===== config.mk =====
export PLATFORM = sky130hd
export DESIGN_NAME = cisa_alu_exec
export DESIGN_NICKNAME = d
export VERILOG_FILES = /design/src/rtl/cisa_alu_pkg.sv /design/src/rtl/cisa_shift_unit.sv /design/src/rtl/cisa_arith_unit.sv /design/src/rtl/cisa_mul_unit.sv /design/src/rtl/cisa_alu_exec.sv
export SDC_FILE = /design/constraint.sdc
export NUM_CORES = 2
export LEC_CHECK = 0
export ABC_AREA = 1
export BUFFER_PORTS_ARGS = -buffer_cell sky130_fd_sc_hd__buf_2
export CORE_ASPECT_RATIO = 0.6
export CORE_MARGIN = 2
export CORE_UTILIZATION = 55
export DETAILED_ROUTE_END_ITERATION = 16
export GPL_TIMING_DRIVEN = 1
export PLACE_DENSITY_LB_ADDON = 0.3
export SYNTH_ARGS = -nofsm -noshare
export SYNTH_HDL_FRONTEND = slang
export SYNTH_SLANG_ARGS = --single-unit

===== constraint.sdc =====
create_clock -name clk -period 17.7 [get_ports clk]
set_clock_uncertainty 0.1 [all_clocks]
set_input_delay 1.77 -clock clk [delete_from_list [all_inputs] [get_ports clk]]
set_output_delay 1.77 -clock clk [all_outputs]
set_load 0.05 [all_outputs]

===== src/rtl/cisa_alu_pkg.sv =====
package cisa_alu_pkg;

    localparam int DW     = 32;
    localparam int CW     = 4;
    localparam int FLAG_N = 3;
    localparam int FLAG_Z = 2;
    localparam int FLAG_C = 1;
    localparam int FLAG_V = 0;

    typedef enum logic [3:0] {
        OP_AND = 4'd0,  OP_EOR = 4'd1,  OP_LSL = 4'd2,  OP_LSR = 4'd3,
        OP_ASR = 4'd4,  OP_ADC = 4'd5,  OP_SBC = 4'd6,  OP_ROR = 4'd7,
        OP_TST = 4'd8,  OP_NEG = 4'd9,  OP_CMP = 4'd10, OP_CMN = 4'd11,
        OP_ORR = 4'd12, OP_MUL = 4'd13, OP_BIC = 4'd14, OP_MVN = 4'd15
    } alu_op_e;

    typedef enum logic [1:0] {
        SH_LSL = 2'd0,
        SH_LSR = 2'd1,
        SH_ASR = 2'd2,
        SH_ROR = 2'd3
    } shift_kind_e;

    typedef struct packed {
        logic [DW-1:0] value;
        logic [3:0]    flags;
        logic          wr;
        logic [CW-1:0] cost;
    } exec_bundle_t;

    function automatic logic is_shift(alu_op_e op);
        return (op == OP_LSL) || (op == OP_LSR) || (op == OP_ASR) || (op == OP_ROR);
    endfunction

    function automatic logic is_flag_only(alu_op_e op);
        return (op == OP_TST) || (op == OP_CMP) || (op == OP_CMN);
    endfunction

    function automatic shift_kind_e shift_kind(alu_op_e op);
        case (op)
            OP_LSL:  return SH_LSL;
            OP_LSR:  return SH_LSR;
            OP_ASR:  return SH_ASR;
            default: return SH_ROR;
        endcase
    endfunction

endpackage


===== src/rtl/cisa_shift_unit.sv =====
module cisa_shift_unit
    import cisa_alu_pkg::*;
#(
    parameter int WIDTH = 32,
    parameter int AMT_W = 8
) (
    input  shift_kind_e      kind,
    input  logic [WIDTH-1:0] x,
    input  logic [AMT_W-1:0] amt,
    input  logic             c_in,
    output logic [WIDTH-1:0] y,
    output logic             c_out
);
    localparam int SL = $clog2(WIDTH);

    logic [SL-1:0]      sh;
    logic               amt_zero;
    logic               amt_small;
    logic               amt_exact;
    logic [WIDTH:0]     lsl_ext;
    logic [WIDTH:0]     lsr_ext;
    logic [WIDTH:0]     asr_ext;
    logic [2*WIDTH-1:0] ror_dbl;

    always_comb begin
        sh        = amt[SL-1:0];
        amt_zero  = (amt == '0);
        amt_small = (int'(amt) < WIDTH);
        amt_exact = (int'(amt) == WIDTH);
        lsl_ext   = {1'b0, x} << sh;
        lsr_ext   = {x, 1'b0} >> sh;
        asr_ext   = $unsigned($signed({x, 1'b0}) >>> sh);
        ror_dbl   = {x, x} >> sh;
    end

    always_comb begin
        y     = x;
        c_out = c_in;
        if (!amt_zero) begin
            case (kind)
                SH_LSL: begin
                    if (amt_small) begin
                        y = lsl_ext[WIDTH-1:0]; c_out = lsl_ext[WIDTH];
                    end else if (amt_exact) begin
                        y = '0; c_out = x[0];
                    end else begin
                        y = '0; c_out = 1'b0;
                    end
                end
                SH_LSR: begin
                    if (amt_small) begin
                        y = lsr_ext[WIDTH:1]; c_out = lsr_ext[0];
                    end else if (amt_exact) begin
                        y = '0; c_out = x[WIDTH-1];
                    end else begin
                        y = '0; c_out = 1'b0;
                    end
                end
                SH_ASR: begin
                    if (amt_small) begin
                        y = asr_ext[WIDTH:1]; c_out = asr_ext[0];
                    end else begin
                        y = {WIDTH{x[WIDTH-1]}}; c_out = x[WIDTH-1];
                    end
                end
                default: begin
                    y     = ror_dbl[WIDTH-1:0];
                    c_out = ror_dbl[WIDTH-1];
                end
            endcase
        end
    end
endmodule


===== src/rtl/cisa_arith_unit.sv =====
module cisa_arith_unit
    import cisa_alu_pkg::*;
#(
    parameter int WIDTH = 32
) (
    input  alu_op_e          op,
    input  logic [WIDTH-1:0] a,
    input  logic [WIDTH-1:0] b,
    input  logic             c_in,
    output logic [WIDTH-1:0] y,
    output logic             c_out,
    output logic             v_out,
    output logic             is_adder
);
    logic [WIDTH-1:0] add_x;
    logic [WIDTH-1:0] add_y;
    logic             add_ci;
    logic [WIDTH:0]   sum;

    always_comb begin
        add_x    = a;
        add_y    = b;
        add_ci   = 1'b0;
        is_adder = 1'b1;
        case (op)
            OP_ADC: begin add_y = b;  add_ci = c_in; end
            OP_SBC: begin add_y = ~b; add_ci = c_in; end
            OP_CMP: begin add_y = ~b; add_ci = 1'b1; end
            OP_CMN: begin add_y = b;  add_ci = 1'b0; end
            OP_NEG: begin add_x = '0; add_y = ~b; add_ci = 1'b1; end
            default: is_adder = 1'b0;
        endcase
        sum   = {1'b0, add_x} + {1'b0, add_y} + {{WIDTH{1'b0}}, add_ci};
        c_out = sum[WIDTH];
        v_out = (add_x[WIDTH-1] == add_y[WIDTH-1]) && (sum[WIDTH-1] != add_x[WIDTH-1]);
    end

    always_comb begin
        case (op)
            OP_AND, OP_TST: y = a & b;
            OP_EOR:         y = a ^ b;
            OP_ORR:         y = a | b;
            OP_BIC:         y = a & ~b;
            OP_MVN:         y = ~b;
            default:        y = sum[WIDTH-1:0];
        endcase
    end
endmodule


===== src/rtl/cisa_mul_unit.sv =====
module cisa_mul_unit
    import cisa_alu_pkg::*;
#(
    parameter int WIDTH      = 32,
    parameter int COST_W     = 4,
    parameter int FIXED_ICYC = 3
) (
    input  logic [WIDTH-1:0]  a,
    input  logic [WIDTH-1:0]  b,
    input  logic              variant,
    output logic [WIDTH-1:0]  y,
    output logic [COST_W-1:0] cost
);
    localparam int NB = WIDTH / 8;

    logic [NB-1:0]     byte_nz;
    logic [COST_W-1:0] early_cost;

    assign y = a * b;

    for (genvar g = 0; g < NB; g++) begin : g_byte
        assign byte_nz[g] = |a[8*g +: 8];
    end

    always_comb begin
        early_cost = COST_W'(2);
        for (int i = 1; i < NB; i++) begin
            if (byte_nz[i]) early_cost = COST_W'(i + 2);
        end
        cost = variant ? early_cost : COST_W'(FIXED_ICYC + 1);
    end
endmodule


===== src/rtl/cisa_alu_exec.sv =====
module cisa_alu_exec
    import cisa_alu_pkg::*;
(
    input  logic          clk,
    input  logic          rst,
    input  logic          in_valid,
    input  logic [15:0]   instr,
    input  logic [31:0]   opa,
    input  logic [31:0]   opb,
    input  logic [3:0]    flags_in,
    input  logic          core_sel,
    output logic          out_valid,
    output logic [31:0]   result,
    output logic          wr_en,
    output logic [2:0]    rd_idx,
    output logic [3:0]    flags_out,
    output logic [3:0]    cost
);
    alu_op_e       op;
    logic          unused_hi;
    logic [DW-1:0] sh_y,  ar_y,  mu_y;
    logic          sh_c,  ar_c,  ar_v, ar_is_add;
    logic [CW-1:0] mu_cost;
    exec_bundle_t  nxt;
    exec_bundle_t  cur;
    logic [2:0]    rd_q;
    logic          vld_q;

    assign op        = alu_op_e'(instr[9:6]);
    assign unused_hi = ^instr[15:10] ^ ^instr[5:3];

    cisa_shift_unit #(.WIDTH(DW), .AMT_W(8)) u_shift (
        .kind (shift_kind(op)),
        .x    (opa),
        .amt  (opb[7:0]),
        .c_in (flags_in[FLAG_C]),
        .y    (sh_y),
        .c_out(sh_c)
    );

    cisa_arith_unit #(.WIDTH(DW)) u_arith (
        .op      (op),
        .a       (opa),
        .b       (opb),
        .c_in    (flags_in[FLAG_C]),
        .y       (ar_y),
        .c_out   (ar_c),
        .v_out   (ar_v),
        .is_adder(ar_is_add)
    );

    cisa_mul_unit #(.WIDTH(DW), .COST_W(CW), .FIXED_ICYC(3)) u_mul (
        .a      (opa),
        .b      (opb),
        .variant(core_sel),
        .y      (mu_y),
        .cost   (mu_cost)
    );

    always_comb begin
        nxt.flags = flags_in;
        nxt.wr    = !is_flag_only(op);
        if (is_shift(op)) begin
            nxt.value               = sh_y;
            nxt.flags[FLAG_C]       = sh_c;
            nxt.cost                = CW'(2);
        end else if (op == OP_MUL) begin
            nxt.value               = mu_y;
            nxt.cost                = mu_cost;
            if (core_sel) nxt.flags[FLAG_C] = 1'b0;
        end else begin
            nxt.value               = ar_y;
            nxt.cost                = CW'(1);
            if (ar_is_add && (op != OP_NEG)) begin
                nxt.flags[FLAG_C]   = ar_c;
                nxt.flags[FLAG_V]   = ar_v;
            end
        end
        nxt.flags[FLAG_N] = nxt.value[DW-1];
        nxt.flags[FLAG_Z] = (nxt.value == '0);
    end

    always_ff @(posedge clk) begin
        if (rst) begin
            vld_q <= 1'b0;
            cur   <= '0;
            rd_q  <= '0;
        end else begin
            vld_q <= in_valid;
            if (in_valid) begin
                cur  <= nxt;
                rd_q <= instr[2:0];
            end
        end
    end

    assign out_valid = vld_q;
    assign result    = cur.value;
    assign wr_en     = vld_q & cur.wr;
    assign rd_idx    = rd_q;
    assign flags_out = cur.flags;
    assign cost      = cur.cost;
endmodule


==> results.py <==
metrics = {
    "die": {
        "fp.dieW_um": 297,
        "die_area_mm2": 0.0535,
        "die_h_um": 180,
        "boundaryPins": 133,
        "row_count": 64,
        "core_mm2": 0.0509,
        "start_util": 0.557,
    },
    "critical_path": {
        "crit_path_max_incr_delay_ps": 720,
        "r2r_slack_ps": 16850,
        "crit_type": "primary input to flip-flop",
        "crit_top_cell": "fa_1",
        "path_max_fanout": 71,
        "startpoint_type": "primary input",
        "critPathBufInv": 7,
        "cp-end-kind": "flip-flop",
        "crit_slowest_cell": "buf_4",
        "crit_required_ps": 17830,
        "cp_top_family": "adder cells",
        "arrival_ps": 9790,
    },
    "logic_synthesis": {
        "synth_edf_count": 0,
        "ys_types": 56,
        "ys_seq_elements": 43,
        "async_flop_share": 0,
        "synth_area_mm2": 0.0284,
        "yosysSeqAreaShare": 0.0304,
        "avgSynthCellArea_um2": 6.32,
        "syn_nets": 5188,
        "synth_ff_type": "dfxtp_1",
        "ys.warnings.count": 0,
        "synth_cells": 4487,
    },
    "layout": {
        "most-common-layout-cells": "nand2_1 (1,349), inv_1 (918), fa_1 (410)",
        "num-fill-cells": 5192,
        "mostFrequentLayoutCell": "nand2_1",
        "area_delta_synth_final_pct": 2.41,
        "drive_gt1_frac": 0.0435,
        "nets": 5071,
    },
    "timing": {
        "slew_headroom": 0.267,
        "drv_slew": 0,
        "finalCritPeriodShare": 0.546,
        "timing.final.hold_violations": 0,
        "worst_pin_slew_ps": 1100,
        "finalSetupTns_ps": 0,
        "grt_setup_unrepaired": "false",
        "finalSetupViolCount": 0,
        "finalCriticalPeriod_ps": 9660,
        "clock.fmax_mhz": 104,
    },
    "global_routing": {
        "grtUsageTotal": 0.400,
        "grt_max_degree": 80,
        "grt_pass1_wl_um": 165000,
        "grt_pass1_vias": 28164,
        "antenna_found_initial": 6,
        "grt-ovfl-total": 0,
    },
    "clock_network": {
        "cts_hold_buf": 0,
        "clk_pin_slew_worst_paths_ps": 60,
        "post_cts_buffers": 0,
        "clock_sinks": 43,
        "cts_tree": "yes",
        "cts_buffers": 5,
        "cts-htree-levels": 2,
        "cts_root_buffer": "clkbuf_16",
        "clk_latency_ps": 280,
        "cts_resized": 0,
        "clock_path_buffers": 2,
    },
    "routing": {
        "wl_met3_um": 17000,
        "route.vias.total": 29714,
        "dr.first_iter.drc_count": 3980,
        "avgRoutedWirePerCell_um": 21.2,
        "drc_errors": 0,
        "first_pass_iters": 9,
        "postRouteAntennaNets": 0,
        "routed_via_density": 5.86,
        "wl_met2_um": 41600,
        "wl_met1_um": 44900,
        "top_layer": "met5",
        "routed_wirelength_um": 107000,
    },
    "place": {
        "hpwl_um": 83000,
        "gp_congestion": 1.06,
        "portBuffers": 120,
    },
    "worst_hold_path": {
        "min_path_type": "flip-flop to flip-flop",
    },
    "flow_run": {
        "cap_violations": 0,
    },
    "status": {
        "outcome": "complete, no violations",
    },
}
==> final timing paths <==
kind	start	endpoint	cells after the start
worst max register to register	result[31]	result[31]	2
worst max-delay path	opb[4]	flags_out[2]	30
worst min-delay path	flags_out[2]	flags_out[2]	2
worst min register to register	flags_out[2]	flags_out[2]	2
==> synthesized netlist by cell type (8+ instances only) <==
library cell,n,share of area
a211oi_1,11,0.0029
o211ai_1,32,0.0085
xnor2_1,21,0.0065
buf_1,50,0.0066
inv_2,13,0.0017
fa_1,410,0.29
nor2_1,191,0.025
nand3_1,387,0.068
nand4_1,29,0.0064
a221oi_1,13,0.0040
a31oi_1,14,0.0031
nand3b_1,13,0.0034
o21ai_1,8,0.0014
nand2_1,1349,0.18
xor2_1,69,0.021
inv_1,919,0.12
a21oi_1,190,0.034
dfxtp_1,43,0.030
nor3_1,25,0.0044
ha_1,203,0.090
o21ai_0,193,0.034
clkbuf_1,147,0.019
buf_4,42,0.011
buf_2,36,0.0064
==> per-layer routing <==
layer,global-route usage,vias to the layer above
li1,-,13407
met1,0.581,14055
met2,0.552,1980
met3,0.148,268
met4,0.117,4
met5,0,-
==> per-stage QoR <==
step / std cells / area, um2 / util / worst slack [ps] / hold slack, ps
global placement: 5056 / 28800 / 0.566 / 8090 / 354
detailed placement: 5056 / 28800 / 0.566 / 7990 / 353
floorplan: 4487 / 28400 / - / 8470 / 340
finish: 5068 / 29000 / 0.570 / 8040 / 364
CTS: 5064 / 29000 / 0.570 / 8280 / 363
global route: 5067 / 29000 / 0.570 / 7760 / 390
==> worst min-delay path: cells and delay by family, from the launching register on <==
kind	cells	cell delay [ps]
DFF	1	310
and+or+nand+nor	1	60
AOI/OAI and AO/OA	1	60
==> registers in the layout, indices dropped and copies added (netlist names) <==
name       count
cost           3
rd_idx         3
out_valid      1
result        32
cur            1
flags_out      3
==> logic make-up (layout without fill, tap and decap cells) <==
logic type / after synthesis / count (layout) / share of synthesized area
DFF: 43 / 43 / 0.0304
xor gates and xnor gates: 91 / 91 / 0.0286
muxes: 1 / 1 / 0.000353
adders and majority gates: 613 / 613 / 0.379
and+or+nand+nor: 2014 / 2014 / 0.291
buffers and inverters: 1211 / 1095 / 0.168
other: 1 / 5 / 0.000132
AOI/OAI and AO/OA: 513 / 513 / 0.103
==> layout make-up <==
type	count	area (um2)	area share
Clock buffer	6	129	0.00444
Antenna cell	4	10.0	0.000345
Timing Repair Buffer	152	848	0.0292
Inverter	935	3510	0.121
Sequential cell	43	861	0.0296
Tap cell	693	867	0.0299
Multi-Input combinational cell	3233	22800	0.784
Clock inverter	2	60.1	0.00207
Power is not shown: default switching activity piles up to over one toggle a cycle in this logic, so the estimate is an artifact.
